<file path="src/rtl/wdog_pkg.sv">
package wdog_pkg;
    localparam logic [7:0] KEY_CNT  = 8'h5A;
    localparam logic [7:0] KEY_CTRL = 8'hA5;

    localparam logic [1:0] ADDR_CNT  = 2'd0;
    localparam logic [1:0] ADDR_CTRL = 2'd1;
    localparam logic [1:0] ADDR_RST  = 2'd2;

    localparam int CTL_FLAG = 7;
    localparam int CTL_MODE = 6;
    localparam int CTL_EN   = 5;
    localparam int RST_FLAG = 7;
    localparam int RST_EN   = 6;
    localparam int RST_TYPE = 5;

    typedef enum logic {
        PULSE_IDLE   = 1'b0,
        PULSE_ACTIVE = 1'b1
    } pulse_state_e;

    // log2 of the divide ratio chosen by the 3-bit clock select
    function automatic int div_shift(input logic [2:0] sel);
        case (sel)
            3'd0:    return 2;
            3'd1:    return 7;
            3'd2:    return 8;
            3'd3:    return 9;
            3'd4:    return 10;
            3'd5:    return 11;
            3'd6:    return 13;
            default: return 14;
        endcase
    endfunction
endpackage

</file>
<file path="src/rtl/wdog_prescaler.sv">
module wdog_prescaler
    import wdog_pkg::*;
#(
    parameter int PSC_W = 14
) (
    input  logic       clk,
    input  logic       rst_n,
    input  logic       run,
    input  logic [2:0] sel,
    output logic       tick
);
    logic [PSC_W-1:0] psc_q;
    logic [PSC_W-1:0] mask;

    always_ff @(posedge clk or negedge rst_n) begin
        if (!rst_n)
            psc_q <= '0;
        else if (!run)
            psc_q <= '0;
        else
            psc_q <= psc_q + 1'b1;
    end

    always_comb begin
        mask = '0;
        for (int i = 0; i < PSC_W; i++)
            if (i < div_shift(sel))
                mask[i] = 1'b1;
    end

    assign tick = run && ((psc_q & mask) == mask);
endmodule

</file>
<file path="src/rtl/wdog_counter.sv">
module wdog_counter #(
    parameter int CNT_W = 8
) (
    input  logic             clk,
    input  logic             rst_n,
    input  logic             run,
    input  logic             tick,
    input  logic             load,
    input  logic [CNT_W-1:0] load_val,
    output logic [CNT_W-1:0] cnt,
    output logic             wrap
);
    logic [CNT_W-1:0] cnt_q;

    always_ff @(posedge clk or negedge rst_n) begin
        if (!rst_n)
            cnt_q <= '0;
        else if (load)
            cnt_q <= load_val;
        else if (run && tick)
            cnt_q <= cnt_q + 1'b1;
    end

    assign cnt  = cnt_q;
    assign wrap = run && tick && !load && (cnt_q == '1);
endmodule

</file>
<file path="src/rtl/wdog_pulse.sv">
module wdog_pulse
    import wdog_pkg::*;
#(
    parameter int PULSE_LEN = 128
) (
    input  logic clk,
    input  logic rst_n,
    input  logic trig,
    input  logic rst_en,
    input  logic rst_type,
    output logic pin_o,
    output logic por_o,
    output logic man_o
);
    localparam int LEN_W = (PULSE_LEN > 1) ? $clog2(PULSE_LEN) : 1;

    pulse_state_e state_q, state_d;
    logic [LEN_W-1:0] len_q;
    logic             en_q;
    logic             type_q;

    // state register and the values latched on entry
    always_ff @(posedge clk or negedge rst_n) begin
        if (!rst_n) begin
            state_q <= PULSE_IDLE;
            len_q   <= '0;
            en_q    <= 1'b0;
            type_q  <= 1'b0;
        end else begin
            state_q <= state_d;
            if (state_q == PULSE_IDLE && trig) begin
                len_q  <= LEN_W'(PULSE_LEN - 1);
                en_q   <= rst_en;
                type_q <= rst_type;
            end else if (state_q == PULSE_ACTIVE && len_q != '0) begin
                len_q <= len_q - 1'b1;
            end
        end
    end

    // transitions: trigger (IDLE->ACTIVE), expire (ACTIVE->IDLE)
    always_comb begin
        state_d = state_q;
        unique case (state_q)
            PULSE_IDLE:   if (trig) state_d = PULSE_ACTIVE;
            PULSE_ACTIVE: if (len_q == '0) state_d = PULSE_IDLE;
        endcase
    end

    always_comb begin
        pin_o = (state_q == PULSE_ACTIVE);
        por_o = pin_o && en_q && !type_q;
        man_o = pin_o && en_q && type_q;
    end
endmodule

</file>
<file path="src/rtl/wdog_timer.sv">
module wdog_timer
    import wdog_pkg::*;
#(
    parameter int CNT_W     = 8,
    parameter int PSC_W     = 14,
    parameter int PULSE_LEN = 128
) (
    input  logic               clk,
    input  logic               rst_n,
    input  logic               bus_sel,
    input  logic               bus_wr,
    input  logic [1:0]         bus_addr,
    input  logic [2*CNT_W-1:0] bus_wdata,
    output logic [CNT_W-1:0]   bus_rdata,
    output logic               irq_o,
    output logic               wdt_ovf_o,
    output logic               rst_por_o,
    output logic               rst_man_o
);
    logic [CNT_W-1:0] key_byte, data_byte;
    logic cnt_wr_ok, ctrl_wr_ok, rst_wr, ctrl_rd;
    logic flag_q, mode_q, en_q, armed_q;
    logic [2:0] sel_q;
    logic wovf_q, ren_q, rtype_q;
    logic tick, wrap;
    logic [CNT_W-1:0] cnt_q;

    assign key_byte  = bus_wdata[2*CNT_W-1:CNT_W];
    assign data_byte = bus_wdata[CNT_W-1:0];

    assign cnt_wr_ok  = bus_sel && bus_wr && bus_addr == ADDR_CNT  && key_byte == CNT_W'(KEY_CNT);
    assign ctrl_wr_ok = bus_sel && bus_wr && bus_addr == ADDR_CTRL && key_byte == CNT_W'(KEY_CTRL);
    assign rst_wr     = bus_sel && bus_wr && bus_addr == ADDR_RST;
    assign ctrl_rd    = bus_sel && !bus_wr && bus_addr == ADDR_CTRL;

    wdog_prescaler #(.PSC_W(PSC_W)) u_psc (
        .clk(clk), .rst_n(rst_n), .run(en_q), .sel(sel_q), .tick(tick)
    );

    wdog_counter #(.CNT_W(CNT_W)) u_cnt (
        .clk(clk), .rst_n(rst_n), .run(en_q), .tick(tick),
        .load(cnt_wr_ok), .load_val(data_byte), .cnt(cnt_q), .wrap(wrap)
    );

    wdog_pulse #(.PULSE_LEN(PULSE_LEN)) u_pulse (
        .clk(clk), .rst_n(rst_n), .trig(wrap && mode_q),
        .rst_en(ren_q), .rst_type(rtype_q),
        .pin_o(wdt_ovf_o), .por_o(rst_por_o), .man_o(rst_man_o)
    );

    always_ff @(posedge clk or negedge rst_n) begin
        if (!rst_n) begin
            flag_q  <= 1'b0;
            mode_q  <= 1'b0;
            en_q    <= 1'b0;
            sel_q   <= '0;
            armed_q <= 1'b0;
        end else begin
            if (ctrl_wr_ok) begin
                mode_q <= data_byte[CTL_MODE];
                en_q   <= data_byte[CTL_EN];
                sel_q  <= data_byte[2:0];
            end
            if (wrap && !mode_q)
                flag_q <= 1'b1;
            else if (ctrl_wr_ok && armed_q && !data_byte[CTL_FLAG])
                flag_q <= 1'b0;
            if (ctrl_wr_ok)
                armed_q <= 1'b0;
            else if (ctrl_rd && flag_q)
                armed_q <= 1'b1;
        end
    end

    always_ff @(posedge clk or negedge rst_n) begin
        if (!rst_n) begin
            wovf_q  <= 1'b0;
            ren_q   <= 1'b0;
            rtype_q <= 1'b0;
        end else begin
            if (rst_wr) begin
                ren_q   <= data_byte[RST_EN];
                rtype_q <= data_byte[RST_TYPE];
            end
            if (wrap && mode_q)
                wovf_q <= 1'b1;
            else if (rst_wr && !data_byte[RST_FLAG])
                wovf_q <= 1'b0;
        end
    end

    always_comb begin
        bus_rdata = '0;
        case (bus_addr)
            ADDR_CNT:  bus_rdata = cnt_q;
            ADDR_CTRL: begin
                bus_rdata[CTL_FLAG] = flag_q;
                bus_rdata[CTL_MODE] = mode_q;
                bus_rdata[CTL_EN]   = en_q;
                bus_rdata[2:0]      = sel_q;
            end
            ADDR_RST: begin
                bus_rdata[RST_FLAG] = wovf_q;
                bus_rdata[RST_EN]   = ren_q;
                bus_rdata[RST_TYPE] = rtype_q;
            end
            default: bus_rdata = '0;
        endcase
    end

    assign irq_o = flag_q && !mode_q;
endmodule

</file>
<file path="config.mk">
export PLATFORM = sky130hd
export DESIGN_NAME = wdog_timer
export DESIGN_NICKNAME = d
export VERILOG_FILES = /design/src/rtl/wdog_pkg.sv /design/src/rtl/wdog_prescaler.sv /design/src/rtl/wdog_counter.sv /design/src/rtl/wdog_pulse.sv /design/src/rtl/wdog_timer.sv
export SDC_FILE = /design/constraint.sdc
export NUM_CORES = 1
export LEC_CHECK = 0
export BUFFER_PORTS_ARGS = -buffer_cell sky130_fd_sc_hd__buf_4
export CORE_MARGIN = 2
export CORE_UTILIZATION = 46
export CTS_BUF_LIST = sky130_fd_sc_hd__clkbuf_4
export DETAILED_ROUTE_END_ITERATION = 6
export GPL_ROUTABILITY_DRIVEN = 0
export PLACE_DENSITY_LB_ADDON = 0.2
export SKIP_LAST_GASP = 1
export SYNTH_ARGS = -nofsm -noshare
export SYNTH_HDL_FRONTEND = slang
export SYNTH_HIERARCHICAL = 1
export SYNTH_SLANG_ARGS = --single-unit
</file>
<file path="constraint.sdc">
create_clock -name clk -period 3.1 [get_ports clk]
set_input_delay 0.465 -clock clk [delete_from_list [all_inputs] [get_ports clk]]
set_output_delay 0.465 -clock clk [all_outputs]
set_load 0.02 [all_outputs]
</file>
**Yosys cells after proc, flatten, opt, wreduce, memory -nomap -nowiden**

Cells that the tools add are included.

- Flip-flop bits (word level): 42
- Bits of input ports: 22
- Output and inout port bits: 12
- Logic and storage cells: 115

- Add/subtract/negate cells: 3
- Order comparisons: 14
- Eq/ne operators: 12
- Mux-type cells: 32
- Bitwise gates (word level): 2
- Reduce and logical (&&, ||, !) cells: 38

Operators with widths:

| cell | count |
|---|---|
| $pmux 4 s7 | 1 |
| $logic_and 1x1->1 | 24 |
| $lt 4x4->1 const A | 6 |
| $mux 1 | 22 |
| $eq 8x8->1 const B | 2 |
| $lt 3x4->1 const A | 4 |
| $mux 8 | 2 |
| $add 14x1->14 const B | 1 |
| $and 14x14->14 | 1 |
| $eq 14x14->1 | 1 |
| $mux 14 | 1 |
| $mux 7 | 2 |
| $reduce_bool 2->1 | 5 |
| $eq 3x3->1 const B | 3 |
| $pmux 3 s3 | 1 |
| $add 8x1->8 const B | 1 |
| $eq 8x7->1 const B | 1 |
| $lt 1x4->1 const A | 2 |
| $lt 2x4->1 const A | 2 |
| $logic_not 7->1 | 1 |
| $reduce_bool 7->1 | 1 |
| $sub 7x1->7 const B | 1 |
| $eq 3x2->1 const B | 2 |
| $pmux 3 s2 | 1 |
| 9 further kinds | 13 |

**Depth between registers and ports, before layout**

Gate-level depths: netlist of the first run.

- Depth in word-level cells: 13
- Mapped depth: 11
- Depth with buffers taken out: 10

**By module**

The synthesis of the first run kept the hierarchy.

Modules (own cells, without submodules):

| module | instances | cells each | area an instance (sq um) | sequential area each (sq um) |
|---|---|---|---|---|
| wdog_prescaler | 1 | 80 | 784.5 | 350.3 |
| wdog_timer | 1 | 58 | 623.1 | 250.2 |
| wdog_pulse | 1 | 49 | 535.5 | 250.2 |
| wdog_counter | 1 | 51 | 452.9 | 200.2 |

**Worst setup path before layout of the first run**

OpenSTA, ideal clock, no wires.

- Path type: reg2reg
- From: reg u_psc.psc_q[2]
- To: reg u_pulse.en_q
- Setup time: 0.125 ns
- Data arrival time: 2.385 ns
- Required time: 2.975 ns
- Setup slack: 0.590 ns
- Cell stages (with the launch flop): 11
- Buffers on the path: 1
- Clock period less this slack: 2.510 ns
- Cells stage by stage: dfrtp_1 -> nand3_2 -> buf_6 -> nor2_1 -> nor2_1 -> nor3_1 -> nand3_1 -> nor4_1 -> and2_1 -> nor2b_1 -> mux2_2

- Longest elaborated chain between the ends: 8

Ends and longest elaborated chain:

| element | line | RTL |
|---|---|---|
| start, declared | wdog_prescaler.sv:12 | `logic [PSC_W-1:0] psc_q;` |
| start signal, assigned | wdog_prescaler.sv:21 | `psc_q <= psc_q + 1'b1;` |
| $and 14x14->14 | wdog_prescaler.sv:31 | `assign tick = run && ((psc_q & mask) == mask);` |
| $eq 14x14->1 | wdog_prescaler.sv:31 |  |
| $logic_and 1x1->1 | wdog_prescaler.sv:31 |  |
| via tick | wdog_timer.sv:25 | `logic tick, wrap;` |
| $logic_and 1x1->1 (3 in a row) | wdog_counter.sv:25 | `assign wrap = run && tick && !load && (cnt_q == '1);` |
| via wrap | wdog_timer.sv:25 |  |
| $logic_and 1x1->1 | wdog_timer.sv:46 | `.clk(clk), .rst_n(rst_n), .trig(wrap && mode_q),` |
| $logic_and 1x1->1 | wdog_pulse.sv:31 | `if (state_q == PULSE_IDLE && trig) begin` |
| end signal, assigned | wdog_pulse.sv:33 | `en_q <= rst_en;` |
| end, declared | wdog_pulse.sv:19 | `logic en_q;` |

The timed path passes the listed nets, and every way through them passes these cells.
A chain may end at the register's enable or synchronous reset.

**Final worst setup path of the first run**

- From: reg sel_q[2]
- To: reg u_pulse.type_q

- Longest elaborated chain between the ends: 12
- Elaborated cells between the ends (all ways): 44
- Classes of those cells: 14 x order compare; 7 x eq/ne; 15 x mux; 1 x bitwise; 7 x reduce/logical

Ends and longest elaborated chain:

| element | line | RTL |
|---|---|---|
| start, declared | wdog_timer.sv:23 | `logic [2:0] sel_q;` |
| start signal, assigned | wdog_timer.sv:62 | `sel_q <= data_byte[2:0];` |
| $eq 3x3->1 (tied with other cells) | wdog_pkg.sv:23 | `case (sel)` |
| $pmux 4 s7 (*) | wdog_pkg.sv:23 |  |
| $lt 1x4->1 (tied with other cells) | wdog_prescaler.sv:27 | `if (i < div_shift(sel))` |
| $mux 1 | wdog_prescaler.sv:27 |  |
| $and 14x14->14 | wdog_prescaler.sv:31 |  |
| $eq 14x14->1 (*) | wdog_prescaler.sv:31 |  |
| $logic_and 1x1->1 (*) | wdog_prescaler.sv:31 |  |
| via tick | wdog_timer.sv:25 |  |
| $logic_and 1x1->1 (*) (3 in a row) | wdog_counter.sv:25 |  |
| via wrap | wdog_timer.sv:25 |  |
| $logic_and 1x1->1 (*) | wdog_timer.sv:46 |  |
| $logic_and 1x1->1 (*) | wdog_pulse.sv:31 |  |
| end signal, assigned | wdog_pulse.sv:34 | `type_q <= rst_type;` |
| end, declared | wdog_pulse.sv:20 | `logic type_q;` |

Mark *: on every way through the listed nets, which the timed path passes. The rest lies on a longest branch.

==> metrics, run 1 <==
drt drc 0; relative slew slack 64.3%; Area Overhead vs Synth 17.9%; mapped cell area 2400 µm²; CP startpoint kind flop; post-route insts no fill 347; IO Pins 34; Antenna diodes 0; deepest clock path buffer count 2; Net Count, Synth 265; Cell Pwr Density 387 nW/µm²; CP delay by family, top simple AND/OR/NAND/NOR gates; P_leak 1.31 nW; Buf/Inv on CP 0; outcome complete, no violations; Reg2Reg Launch Point sel_q[2]; Total Wirelength 4900 µm; Core Box Area 5070 µm²; Worst-path clk slew 0.14 ns; routed via count 1912; H-Tree Depth 2; Setup Skew 0.0150 ns; share of cells above drive strength 1 23.1%; Final setup viols 0; post-cts resize count 0; Fin. Hold Viols 0; Crit Path Class reg2reg; syn avg cell area 10.1 µm²; CP peak stage delay 0.48 ns; measured slew at the worst slew-check pin 0.535 ns; min Tclk post-route 2.79 ns; Clock Latency Late Sink 0.36 ns; DR iter-0 viols 74; WP data required 3.36 ns; Synth area leaders dfrtp_1 44%, mux2_2 4.2%, nand2_1 3.6%; Worst Path Arrival 3.05 ns; Seq/Total Area, Yosys 43.9%; RSZ-0062 raised after global routing false; EDFF count, synth 0; ys flop type dfrtp_1; fin area 2830 µm²; NumNets Final 303; Synth top area share 43.9%; Yosys top cell by area dfrtp_1; ANT nets after route 0; Setup Fix Bufs, Post-CTS 0; routed len/inst 14.1 µm; R2R Setup Slk 0.31 ns; initial antenna violation count 0; maximum vdd drop 264 µV; largest net degree at the start of global routing 43; most frequent cells after synthesis 42 x dfrtp_1, 23 x nand2_1, 16 x nor2_1; TritonCTS Sinks 42; RR Endpoint u_pulse/type_q; Mapped Cells 238; Slew Limit Fails 0; CTS Buf Count 5; Synth Warn # 6; FMAX 358 MHz; Max-cap violations 0; CP Depth 9; Yosys cell types 54; Yosys reg bits 42; CP max stage cell dfrtp_1; vias in the first global route 1890; Vert. Die Dim 76.2 µm; die area 5800 µm²; part of the cycle the worst path needs 90.0%; Hold-fix buffers, CTS 0; Initial DRT Pass Iterations 4; Post-synth ARST share 100%; Min-Delay Path Class in2async; routed vias/inst 5.51; Port Buffer Count 33; initial core utilization 47.2%; Tot GR Track Use 18.0%; CTS root buf clkbuf_4; DP Area 2720 µm²; remaining global-route overflow 0; placed cells 339; CP Capture Type flop; TNS Setup 0 ns; top-count cell post-synth dfrtp_1; Post-DP HPWL 3570 µm; first-pass GRT wire length 8650 µm; site row count 26; CP max FO 8; CTS tree built; Die W 76.2 µm; crit-path cells nand2_1 > a21oi_1 > nand4b_1 > nor3_1 > nand3_1 > nor4_1 > and2_1 > nor2b_1 > mux2_2; Register-to-Register Path Depth 9
## cell families after synthesis
kind of cell             synth area share, %
AO/OA/AOI/OAI                           11.2
AND/OR/NAND/NOR                         27.7
multiplexers                            7.57
adder cells (fa/ha/maj)                 2.61
XOR/XNOR                                4.02
buffers and inverters                   3.03
flip-flops                              43.9
## cell usage in the layout (no fill, tap or decap), types with 2 or more instances in the layout
cell type	Yosys	final
a21boi_0	5	5
a21oi_1	4	4
a221o_1	2	2
a31oi_1	2	2
and2_1	13	13
and4bb_2	2	2
buf_4	1	37
bufinv_16	0	2
clkbuf_4	0	5
dfrtp_1	42	42
ha_1	5	5
inv_1	8	8
mux2_2	9	9
mux2i_1	8	8
nand2_1	23	23
nand2b_1	4	4
nand3_1	10	10
nand3_2	2	2
nand4_1	4	4
nand4b_1	3	3
nand4bb_1	2	2
nor2_1	16	16
nor2b_1	5	5
nor3_1	9	9
nor3b_1	2	2
nor4_1	2	2
o211ai_1	3	3
o21ai_0	9	9
o31ai_1	2	2
or3_1	2	2
or4_1	3	3
xnor2_1	3	3
xor2_1	8	8
## final cells by class
type	count	area, µm²
clock inverter	3	68.8
multi-input combinational	182	1270
sequential	42	1050
clock buffer	5	37.5
tap	70	87.6
timing repair buffer	37	278
fill	471	2250
inverter	8	30.0
## metal layers
metal  GRT usage, %  vias up  wire [µm]  part of all wire (%)
li1               -      939          -                     -
met5              0        -          0                     0
met4           4.91        0         23                  0.47
met2           28.8       28       2280                    47
met3           3.67        2        145                   3.0
met1           25.1      943       2450                    50
## per-stage QoR
step / power [W] / hold WS (ns) / utilization [%] / worst slack [ns]
6_report: 0.00109 / 0.0508 / 55.7 / 0.309
3_5_place_dp: 0.000665 / 0.486 / 53.6 / 0.370
2_1_floorplan: 0.000612 / 0.169 / - / 0.590
3_3_place_gp: 0.000663 / 0.485 / 53.6 / 0.463
5_1_grt: 0.00114 / 0.0921 / 55.7 / 0.115
4_1_cts: 0.00111 / 0.0748 / 55.7 / 0.355
## how the worst max path moves through the flow
stage	from	end	slack, ns
2_1_floorplan	u_psc/psc_q[2]	u_pulse/en_q	0.59
3_5_place_dp	sel_q[2]	u_pulse/type_q	0.37
6_report	sel_q[2]	u_pulse/type_q	0.31
4_1_cts	sel_q[2]	u_pulse/type_q	0.35
3_3_place_gp	sel_q[2]	u_pulse/en_q	0.46
5_1_grt	u_psc/psc_q[10]	u_pulse/en_q	0.11
## power by group
group | switching [W] | internal (W)
sequential | 0.00000753 | 0.000556
clock | 0.000188 | 0.000252
combinational | 0.0000455 | 0.0000430
## worst reg2reg max path: stages, from the launching register on
cell and delay (ns):
dfrtp_1 0.48, nand2_1 0.10, a21oi_1 0.04, nand4b_1 0.17, nor3_1 0.30, nand3_1 0.17
nor4_1 0.40, and2_1 0.24, nor2b_1 0.41, mux2_2 0.39
## registers in the layout, summed over array words and instances (netlist names), 3 cells and up
register / cells
sel_q: 3
u_pulse/len_q: 7
u_psc/psc_q: 14
u_cnt/cnt: 8
No activity file was read; power rests on OpenSTA's default activity.
==> inputs of run 2 (changes only) <==
--- a/config.mk
+++ b/config.mk
@@ -5,6 +5,7 @@
 export SDC_FILE = /design/constraint.sdc
 export NUM_CORES = 1
 export LEC_CHECK = 0
+export ABC_AREA = 1
 export BUFFER_PORTS_ARGS = -buffer_cell sky130_fd_sc_hd__buf_4
 export CORE_MARGIN = 2
 export CORE_UTILIZATION = 46
==> metrics, run 2 <==
EDFF count, synth 0 (unchanged); P_leak 1.49 nW (+14%); Seq/Total Area, Yosys 38.9% (-5.0 points); part of the cycle the worst path needs 77.3% (-13 points); CP startpoint kind flop; Fin. Hold Viols 0 (unchanged); routed via count 2467 (+29%); Tot GR Track Use 20.7% (+2.7 points); Die W 80.6 µm (+5.9%); Vert. Die Dim 80.6 µm (+5.9%); fin area 3080 µm² (+9.1%); Final setup viols 0 (unchanged); relative slew slack 64.2% (-0.10 points); DR iter-0 viols 126 (+70%); Setup Fix Bufs, Post-CTS 0 (unchanged); largest net degree at the start of global routing 43 (unchanged); H-Tree Depth 2 (unchanged); maximum vdd drop 141 µV (-46%); drt drc 0 (unchanged); initial antenna violation count 0 (unchanged); TNS Setup 0 ns (unchanged); tightest hold margin 0.0830 ns (+0.0322 ns); max reg flops 14 (unchanged); Antenna diodes 0 (unchanged); initial core utilization 48.5% (+1.2 points); Port Buffer Count 33 (unchanged); CTS root buf clkbuf_4; post-cts resize count 0 (unchanged); RSZ-0062 raised after global routing false; Post-DP HPWL 4540 µm (+27%); DP Area 3040 µm² (+12%); Clock Latency Late Sink 0.35 ns (about the same); Core Box Area 5570 µm² (+9.8%); Net Count, Synth 403 (+52%); Setup Skew 0.0102 ns (-0.00486 ns); routed vias/inst 5.07 (-8.1%); TritonCTS Sinks 42 (unchanged); Worst Path Arrival 2.67 ns (-0.38 ns); Synth top area share 38.9% (-5.0 points); first-pass GRT wire length 10400 µm (+20%); syn avg cell area 7.18 µm² (-29%); Mapped Cells 376 (+58%); mapped cell area 2700 µm² (+13%); total power draw 0.000885 W (-19%); Synth Warn # 6 (unchanged); Biggest register u_psc/psc_q; measured slew at the worst slew-check pin 0.537 ns (+0.00151 ns); remaining global-route overflow 0 (unchanged); Yosys reg bits 42 (unchanged); Layout fillers 551 (+17%); Area Overhead vs Synth 14.1%; most frequent cells after synthesis 122 x nand2_1, 44 x inv_1, 42 x dfrtp_1; Hold-fix buffers, CTS 0 (unchanged); commonest non-fill, non-tap cell in the layout nand2_1; Crit Path Class reg2reg; Min-Delay Path Class in2async; CP max FO 15 (+7); site row count 27 (+3.8%); FMAX 417 MHz (+16%); min Tclk post-route 2.40 ns (-0.395 ns); share of cells above drive strength 1 18.3% (-4.8 points); CP Capture Type flop; deepest clock path buffer count 2 (unchanged); IO Pins 34 (unchanged); Max-cap violations 0 (unchanged); Yosys cell types 35 (-35%); vias in the first global route 2362 (+25%); Cell Pwr Density 287 nW/µm² (-26%); die area 6500 µm² (+12%); Yosys top cell by area dfrtp_1; CTS tree built; WP data required 3.37 ns (about the same); Total Wirelength 6000 µm (+22%); ANT nets after route 0 (unchanged); Initial DRT Pass Iterations 5 (+1); outcome complete, no violations; ys flop type dfrtp_1; routed len/inst 12.3 µm (-13%); Synth area leaders dfrtp_1 39%, nand2_1 17%, nand3_1 7.4%; Post-synth ARST share 100% (unchanged); Worst-path clk slew 0.12 ns (-0.02 ns); NumNets Final 443 (+46%); CTS Buf Count 5 (unchanged); top-count cell post-synth nand2_1; commonest non-fill, non-tap cells in the layout 122 x nand2_1, 44 x inv_1, 42 x dfrtp_1; Slew Limit Fails 0 (unchanged)
[run 2: path summary, 6_finish.rpt]
check,startpoint,endpoint,slack [ns],depth (start not counted)
worst max-delay path,u_psc/psc_q[0],u_pulse/len_q[0],0.70,13
max in group asynchronous,rst_n,u_psc/psc_q[10],2.64,1
worst min-delay path,rst_n,u_pulse/len_q[5],0.08,1
worst max register to register,u_psc/psc_q[0],u_pulse/len_q[0],0.70,13
worst min register to register,flag_q,flag_q,0.50,2
min in group clk,bus_wdata[4],u_cnt/cnt[4],0.33,3
[run 2: worst max-delay path: stages, from the launching register on]
cell     delay (ns)
dfrtp_1        0.49
ha_1           0.19
nand2_1        0.05
a21oi_1        0.12
nand3_1        0.09
nor2_1         0.21
nand3_2        0.14
nor3_2         0.19
nand2_1        0.09
inv_1          0.07
nand2_1        0.31
inv_1          0.23
o21ai_1        0.07
o21ai_0        0.08
[run 2: layout make-up]
cell class | count | area, µm² | area share, %
multi-input cells | 279 | 1430 | 46.2
inverters | 52 | 205 | 6.66
well taps | 72 | 90.1 | 2.92
flip-flops and latches | 42 | 1050 | 34.1
clock buffers | 5 | 37.5 | 1.22
clock inverters | 1 | 3.75 | 0.122
repair buffers | 36 | 270 | 8.77
[run 2: cells by family after synthesis]
kind of cell    synth area share [%]
simple gates                    42.9
buf+inv                         8.34
flops                           38.9
compound gates                  7.50
fa+ha+maj                       2.32
[run 2: metrics by stage]
stage               utilization (%)  cells  setup WS, ns
global placement               54.6    481         0.597
finish                         55.3    487         0.704
CTS                            55.3    487         0.704
detailed placement             54.6    481         0.543
floorplan                         -    376          1.01
global route                   55.3    487         0.394
[run 2: where the power goes]
| part | switching (W) | internal, W | leakage (nW) | total, W |
|---|---|---|---|---|
| Combinational | 0.0000440 | 0.0000305 | 0.920 | 0.0000746 |
| Sequential | 0.00000786 | 0.000554 | 0.549 | 0.000562 |
| Clock | 0.000171 | 0.0000778 | 0.0246 | 0.000248 |
[run 2: routing by layer]
| layer | up-vias | global-route usage (%) | wire length [µm] | part of all wire (%) |
|---|---|---|---|---|
| li1 | 1282 | - | - | - |
| met1 | 1120 | 27.1 | 2800 | 47 |
| met2 | 60 | 35.3 | 2810 | 47 |
| met3 | 5 | 3.71 | 324 | 5.4 |
| met4 | 0 | 5.08 | 62 | 1.0 |
| met5 | - | 0 | 0 | 0 |
